`config.mk`:
```
export PLATFORM = sky130hd
export DESIGN_NAME = nand_parity_acc
export DESIGN_NICKNAME = d
export VERILOG_FILES = /design/src/rtl/nand_par_pkg.sv /design/src/rtl/npa_col_gen.sv /design/src/rtl/npa_col_reg.sv /design/src/rtl/npa_line_reg.sv /design/src/rtl/nand_parity_acc.sv
export SDC_FILE = /design/constraint.sdc
export NUM_CORES = 1
export LEC_CHECK = 0
export BUFFER_PORTS_ARGS = -buffer_cell sky130_fd_sc_hd__buf_2
export CORE_MARGIN = 2
export CORE_UTILIZATION = 53
export CTS_BUF_LIST = sky130_fd_sc_hd__clkbuf_4
export DETAILED_ROUTE_END_ITERATION = 10
export GPL_ROUTABILITY_DRIVEN = 0
export HOLD_SLACK_MARGIN = 0.15
export PLACE_DENSITY_LB_ADDON = 0.1
export SLEW_MARGIN = 20
export SYNTH_ARGS = -nofsm -noshare
export SYNTH_HDL_FRONTEND = slang
export SYNTH_SLANG_ARGS = --single-unit
```
`constraint.sdc`:
```
create_clock -name clk -period 1.9 [get_ports clk]
set_input_delay 0.095 -clock clk [delete_from_list [all_inputs] [get_ports clk]]
set_output_delay 0.095 -clock clk [all_outputs]
set_load 0.02 [all_outputs]
```
`src/rtl/nand_par_pkg.sv`:
```
package nand_par_pkg;

    localparam int BYTE_W   = 8;
    localparam int COL_W    = 6;
    localparam int COLREG_W = 8;
    localparam int CNT_W    = 16;
    localparam int LVL_N    = COL_W / 2;

    // Parity of one byte: six column bits plus the overall parity.
    typedef struct packed {
        logic [COL_W-1:0] col;
        logic             odd;
    } byte_par_t;

    // Selects the data bits that feed column bit k: bit i is included
    // when bit (k/2) of i equals (k mod 2).
    function automatic logic [BYTE_W-1:0] col_mask(input int k);
        logic [BYTE_W-1:0] m;
        for (int i = 0; i < BYTE_W; i++) begin
            m[i] = (((i >> (k / 2)) & 1) == (k % 2));
        end
        return m;
    endfunction

endpackage

```
`src/rtl/npa_col_gen.sv`:
```
module npa_col_gen
    import nand_par_pkg::*;
(
    input  logic [BYTE_W-1:0] data,
    output byte_par_t         par
);
    logic [COL_W-1:0] bits;

    for (genvar g = 0; g < COL_W; g++) begin : g_col
        localparam logic [BYTE_W-1:0] MASK = col_mask(g);
        assign bits[g] = ^(data & MASK);
    end

    assign par.col = bits;
    assign par.odd = ^data;
endmodule

```
`src/rtl/npa_col_reg.sv`:
```
module npa_col_reg
    import nand_par_pkg::*;
(
    input  logic                clk,
    input  logic                rst,
    input  logic                clr,
    input  logic                take,
    input  logic [COL_W-1:0]    bits,
    output logic [COLREG_W-1:0] col_q
);
    localparam int PAD_W = COLREG_W - COL_W;

    always_ff @(posedge clk) begin
        if (rst || clr) begin
            col_q <= '0;
        end else if (take) begin
            col_q <= {{PAD_W{1'b0}}, col_q[COL_W-1:0] ^ bits};
        end
    end

    // clear empties the column register whatever the strobe did
    p_col_clear_r6: assert property (@(posedge clk) disable iff (rst)
        clr |=> (col_q == '0));

    // idle edge leaves column parity alone
    p_col_hold_r8: assert property (@(posedge clk) disable iff (rst)
        (!take && !clr) |=> $stable(col_q));
endmodule

```
`src/rtl/npa_line_reg.sv`:
```
module npa_line_reg
    import nand_par_pkg::*;
#(
    parameter int W = CNT_W
) (
    input  logic         clk,
    input  logic         rst,
    input  logic         clr,
    input  logic         take,
    input  logic         odd,
    output logic [W-1:0] cnt_q,
    output logic [W-1:0] lp0_q,
    output logic [W-1:0] lp1_q
);
    localparam logic [W-1:0] ONE  = W'(1);
    localparam logic [W-1:0] ONES = '1;

    always_ff @(posedge clk) begin
        if (rst || clr) begin
            cnt_q <= '0;
            lp0_q <= '0;
            lp1_q <= '0;
        end else if (take) begin
            cnt_q <= cnt_q + ONE;
            if (odd) begin
                lp0_q <= lp0_q ^ ~cnt_q;
                lp1_q <= lp1_q ^ cnt_q;
            end
        end
    end

    // one step per accepted byte, modulo 2^W
    p_count_step_r5: assert property (@(posedge clk) disable iff (rst)
        (take && !clr) |=> (cnt_q == $past(cnt_q) + ONE));

    // the two words always differ by all-ones or not at all
    p_line_pair_r4: assert property (@(posedge clk) disable iff (rst)
        (take && !clr && odd) |=> ((lp0_q ^ lp1_q) == (ONES ^ $past(lp0_q ^ lp1_q))));

    // even bytes leave both line words unchanged
    p_line_even_r4: assert property (@(posedge clk) disable iff (rst)
        (take && !clr && !odd) |=> ($stable(lp0_q) && $stable(lp1_q)));

    // clear zeroes counter and lines
    p_line_clear_r6: assert property (@(posedge clk) disable iff (rst)
        clr |=> (cnt_q == '0 && lp0_q == '0 && lp1_q == '0));

    // idle edge changes nothing
    p_line_hold_r8: assert property (@(posedge clk) disable iff (rst)
        (!take && !clr) |=> ($stable(cnt_q) && $stable(lp0_q) && $stable(lp1_q)));
endmodule

```
`src/rtl/nand_parity_acc.sv`:
```
module nand_parity_acc
    import nand_par_pkg::*;
(
    input  logic                clk,
    input  logic                rst,
    input  logic                clr,
    input  logic                in_valid,
    input  logic [BYTE_W-1:0]   in_data,
    output logic [BYTE_W-1:0]   out_data,
    output logic [COLREG_W-1:0] col_par,
    output logic [CNT_W-1:0]    line_par0,
    output logic [CNT_W-1:0]    line_par1,
    output logic [CNT_W-1:0]    byte_count
);
    byte_par_t bp;
    logic      take;

    assign out_data = in_data;
    assign take     = in_valid & ~clr;

    npa_col_gen u_gen (
        .data (in_data),
        .par  (bp)
    );

    npa_col_reg u_col (
        .clk   (clk),
        .rst   (rst),
        .clr   (clr),
        .take  (take),
        .bits  (bp.col),
        .col_q (col_par)
    );

    npa_line_reg #(.W(CNT_W)) u_line (
        .clk   (clk),
        .rst   (rst),
        .clr   (clr),
        .take  (take),
        .odd   (bp.odd),
        .cnt_q (byte_count),
        .lp0_q (line_par0),
        .lp1_q (line_par1)
    );

    // the unused top bits of the column register stay zero
    p_col_top_zero_r3: assert property (@(posedge clk) disable iff (rst)
        1'b1 |=> (col_par[COLREG_W-1:COL_W] == '0));

    // reset empties every accumulator
    p_reset_zero_r7: assert property (@(posedge clk)
        rst |=> (col_par == '0 && byte_count == '0 && line_par0 == '0 && line_par1 == '0));
endmodule

```
==> summary.txt <==
Synth
  – Avg Cell Area, Syn: 8.494 µm²
  – Count of state elements after synthesis: 54
  – Most common cell in the netlist: dfxtp_1
  – Commonest cells post-synth: 54 x dfxtp_1, 38 x a21oi_1, 24 x nand2_1, 22 x o21ai_0, 22 x or3_1
  – Number of distinct library cells after synthesis: 28
  – Post-synth top area share: 0.4344
  – Ys async rst share: 0
  – Post-synth EDFFs: 0
  – Synth top area cells: dfxtp_1 43%, a21oi_1 7.6%, xnor2_1 6.0%
  – Largest area contributor in the netlist: dfxtp_1
  – Post-synthesis sequential area ratio: 0.4344
  – Post-synthesis instance area: 0.002489 mm²
  – Most used DFF post-synth: dfxtp_1
  – Post-synthesis cell count: 293
  – YS warnings: 0

Drt
  – DR WL/cell: 13.25 µm
  – DRT Pass-1 Iters: 4
  – Via density: ~5.5
  – Number of routed nets with antenna violations: 0
  – DRT iter0 DRCs: 133
  – Vias: 2227
  – DRC: 0
  – Drt total wl: ~5400 µm

Clock tree
  – Root Buffer: clkbuf_4
  – Max Buffers Root-to-Sink: 2
  – Clock Latency Late Sink: 0.37 ns
  – Sink Count: 54
  – Post-CTS resize count: 0
  – CTS tree: done
  – Clock-pin slew on the worst setup and hold paths: around 0.15 ns
  – CTS Buf Count: 5
  – H-tree Lvls: 2

GRT
  – Total grt overflow: 0
  – First-pass GRT wire length: a little over 9000 µm
  – Largest net degree at the start of global routing: 65
  – GRT Total Usage: 0.2140
  – Initial antenna violation count: 0
  – Number of global-route vias before repair: 2018

Setup path
  – Crit path required time: 2.21 ns
  – Reg2reg start: u_line.cnt_q[5]
  – Critical path arrival: 1.95 ns
  – Slowest stage delay, CP: about 0.55 ns
  – Crit end category: flop
  – R2r endpoint: u_line.cnt_q[15]
  – Critical path peak fanout: 10
  – Crit Path Class: primary input to flop
  – Critical-path cell list: dlygate4sd3_1 > buf_2 > nor2b_1 > buf_4 > nand2_1 > or3_1 > a21oi_1
  – Critical-path cell with the highest stage delay: dlygate4sd3_1
  – Startpoint class of the critical path: primary input
  – Buf/Inv on CP: 3
  – R2R setup slack: 0.30 ns
  – Kind of cell adding the most delay to the critical path: buffers and inverters
  – Worst r2r path cells: 5

Placement
  – Placed Cells: slightly below 400
  – DP Area: 0.002863 mm²
  – Port Buf Inserts: 73
  – Post-Place Worst Slack: 0.003153 ns
  – Post-DP HPWL: about 3700 µm

Layout
  – Final net count: between 300 and 400
  – Final Non-Filler Cells: approximately 400
  – Layout fillers: 410
  – Antenna fix cells: 0
  – Synth-to-Final Area Change: 17.55%
  – Share of layout cells above drive strength 1: 0.2578
  – Fin area: 0.002925 mm²

Floorplan
  – Row cnt: 24
  – Die area: 0.005260 mm²
  – Die X: around 73 µm
  – Core ar.: 0.004444 mm²
  – Starting Density: 0.5600
  – I/O pin count: 76
  – Die Y-Extent: about 73 µm

Timing
  – RSZ-0062 raised after global routing: no
  – Slew HR: 0.6450
  – Fin Clk Skew: 0.01255 ns
  – Final min period: 1.644 ns
  – Max Freq: 608.2 MHz
  – Final setup margin: 0.2559 ns
  – Final hold violations: 0
  – Final setup vio count: 0
  – Final worst path period share: 0.8653
  – Max Slew Vio Count: 0
  – Setup_tns: 0 ns
  – Worst Tran Pin Value: approximately 0.53 ns

Hold path
  – Hold path startpoint: clr
  – Hold EP: u_line.cnt_q[2]
  – Hold Path Class: primary input to flop
  – Min-Delay Path Depth: 5

Outcome
  – Status: complete, no violations

Power
  – VDD IR-drop max: around 0.00053 V
  – Reported leakage power: ~0.0012 µW
  – Power per cell area: 730.1 mW/mm²

Job
  – Max-cap violations: 0
[flip-flops by register name, indices dropped and copies added, names as in the netlist]
| register | flops |
|---|---|
| u_line.cnt_q | 16 |
| u_line.lp0_q | 16 |
| u_line.lp1_q | 16 |
| u_col.col_q | 6 |
[cells by family (layout without fill, tap and decap cells)]
family / count (synthesis) / count (layout) / share of synthesized area
fa+ha+maj: 1 / 1 / 0.005027
flops: 54 / 54 / 0.4344
buf+inv: 32 / 91 / 0.06737
mux: 1 / 1 / 0.004022
xor+xnor: 30 / 30 / 0.1086
compound gates: 76 / 76 / 0.1689
simple gates: 98 / 98 / 0.2102
other cells: 1 / 2 / 0.001507
[through the flow]
step                        util  hold slack [ns]  total power, µW
after detailed placement  0.6441           0.3922             1659
after floorplan                -           0.2465             1539
after global placement    0.6441           0.3812             1645
after global routing      0.6582           0.2095             2248
after CTS                 0.6582           0.1764             2157
final                     0.6582           0.1810             2136
[cell type report]
cell class                      count  area, µm²  area share
Timing Repair Buffer               83      467.9      0.1600
Clock buffer                        7      52.55     0.01796
Inverter                            1      3.754    0.001283
Multi-Input combinational cell    208       1255      0.4290
Sequential cell                    54       1081      0.3695
Tap cell                           52      65.06     0.02224
[timing repair]
| item | 4_1_cts | 5_1_grt |
|---|---|---|
| hold buffers | 1 | 0 |
| endpoints found under the hold margin | 1 | 0 |
| setup buffers | 0 | 0 |
[where the power goes]
group | total [µW] | internal, µW | switching, µW
clock network | 505 | 169 | 336
logic | 459 | 163 | 297
registers | 1170 | 1160 | 16.0
[metal layers]
| metal | up-vias | global-route usage | wire (µm) |
|---|---|---|---|
| li1 | 1147 | - | - |
| met1 | 1019 | 0.2853 | 2589 |
| met2 | 55 | 0.3525 | 2471 |
| met3 | 6 | 0.05000 | 259 |
| met4 | 0 | 0.04938 | 45 |
| met5 | - | 0 | 0 |
[placed cells by master (no fill, tap or decap)]
cell | netlist | final
nand2_1 | 24 | 24
or2_2 | 1 | 1
xnor2_1 | 17 | 17
buf_4 | 10 | 7
a21oi_1 | 38 | 38
nor2_1 | 18 | 18
nor2b_1 | 1 | 1
conb_1 | 1 | 2
or4_1 | 16 | 16
xnor2_4 | 0 | 1
buf_2 | 2 | 73
nand2b_1 | 1 | 1
ha_1 | 1 | 1
dfxtp_1 | 54 | 54
dlygate4sd3_1 | 0 | 1
nor3_1 | 2 | 2
xor2_1 | 12 | 12
nand3_1 | 6 | 6
inv_1 | 1 | 1
nand4_1 | 3 | 3
o21ai_0 | 22 | 22
buf_12 | 0 | 2
and4_1 | 2 | 2
mux2i_1 | 1 | 1
or3_1 | 22 | 22
and3_1 | 1 | 1
o31ai_1 | 16 | 16
and2_1 | 1 | 1
clkbuf_4 | 0 | 7
[how the worst max path moves through the flow]
stage | start | endpoint | depth (start not counted)
floorplan | u_line.cnt_q[3] | u_line.cnt_q[15] | 6
global placement | in_data[4] | u_line.lp0_q[0] | 7
detailed placement | in_data[5] | u_line.lp0_q[1] | 7
CTS | in_valid | u_line.lp1_q[8] | 7
global route | u_line.cnt_q[5] | u_line.cnt_q[15] | 5
finish | in_valid | u_line.lp1_q[8] | 7
[tightest hold or removal path, stage by stage]
cell and delay, ns:
buf_2 0.10, nor2b_1 0.11, nand2_1 0.10, xor2_1 0.06
nor2_1 0.07
(Power assumes the default switching activity.)
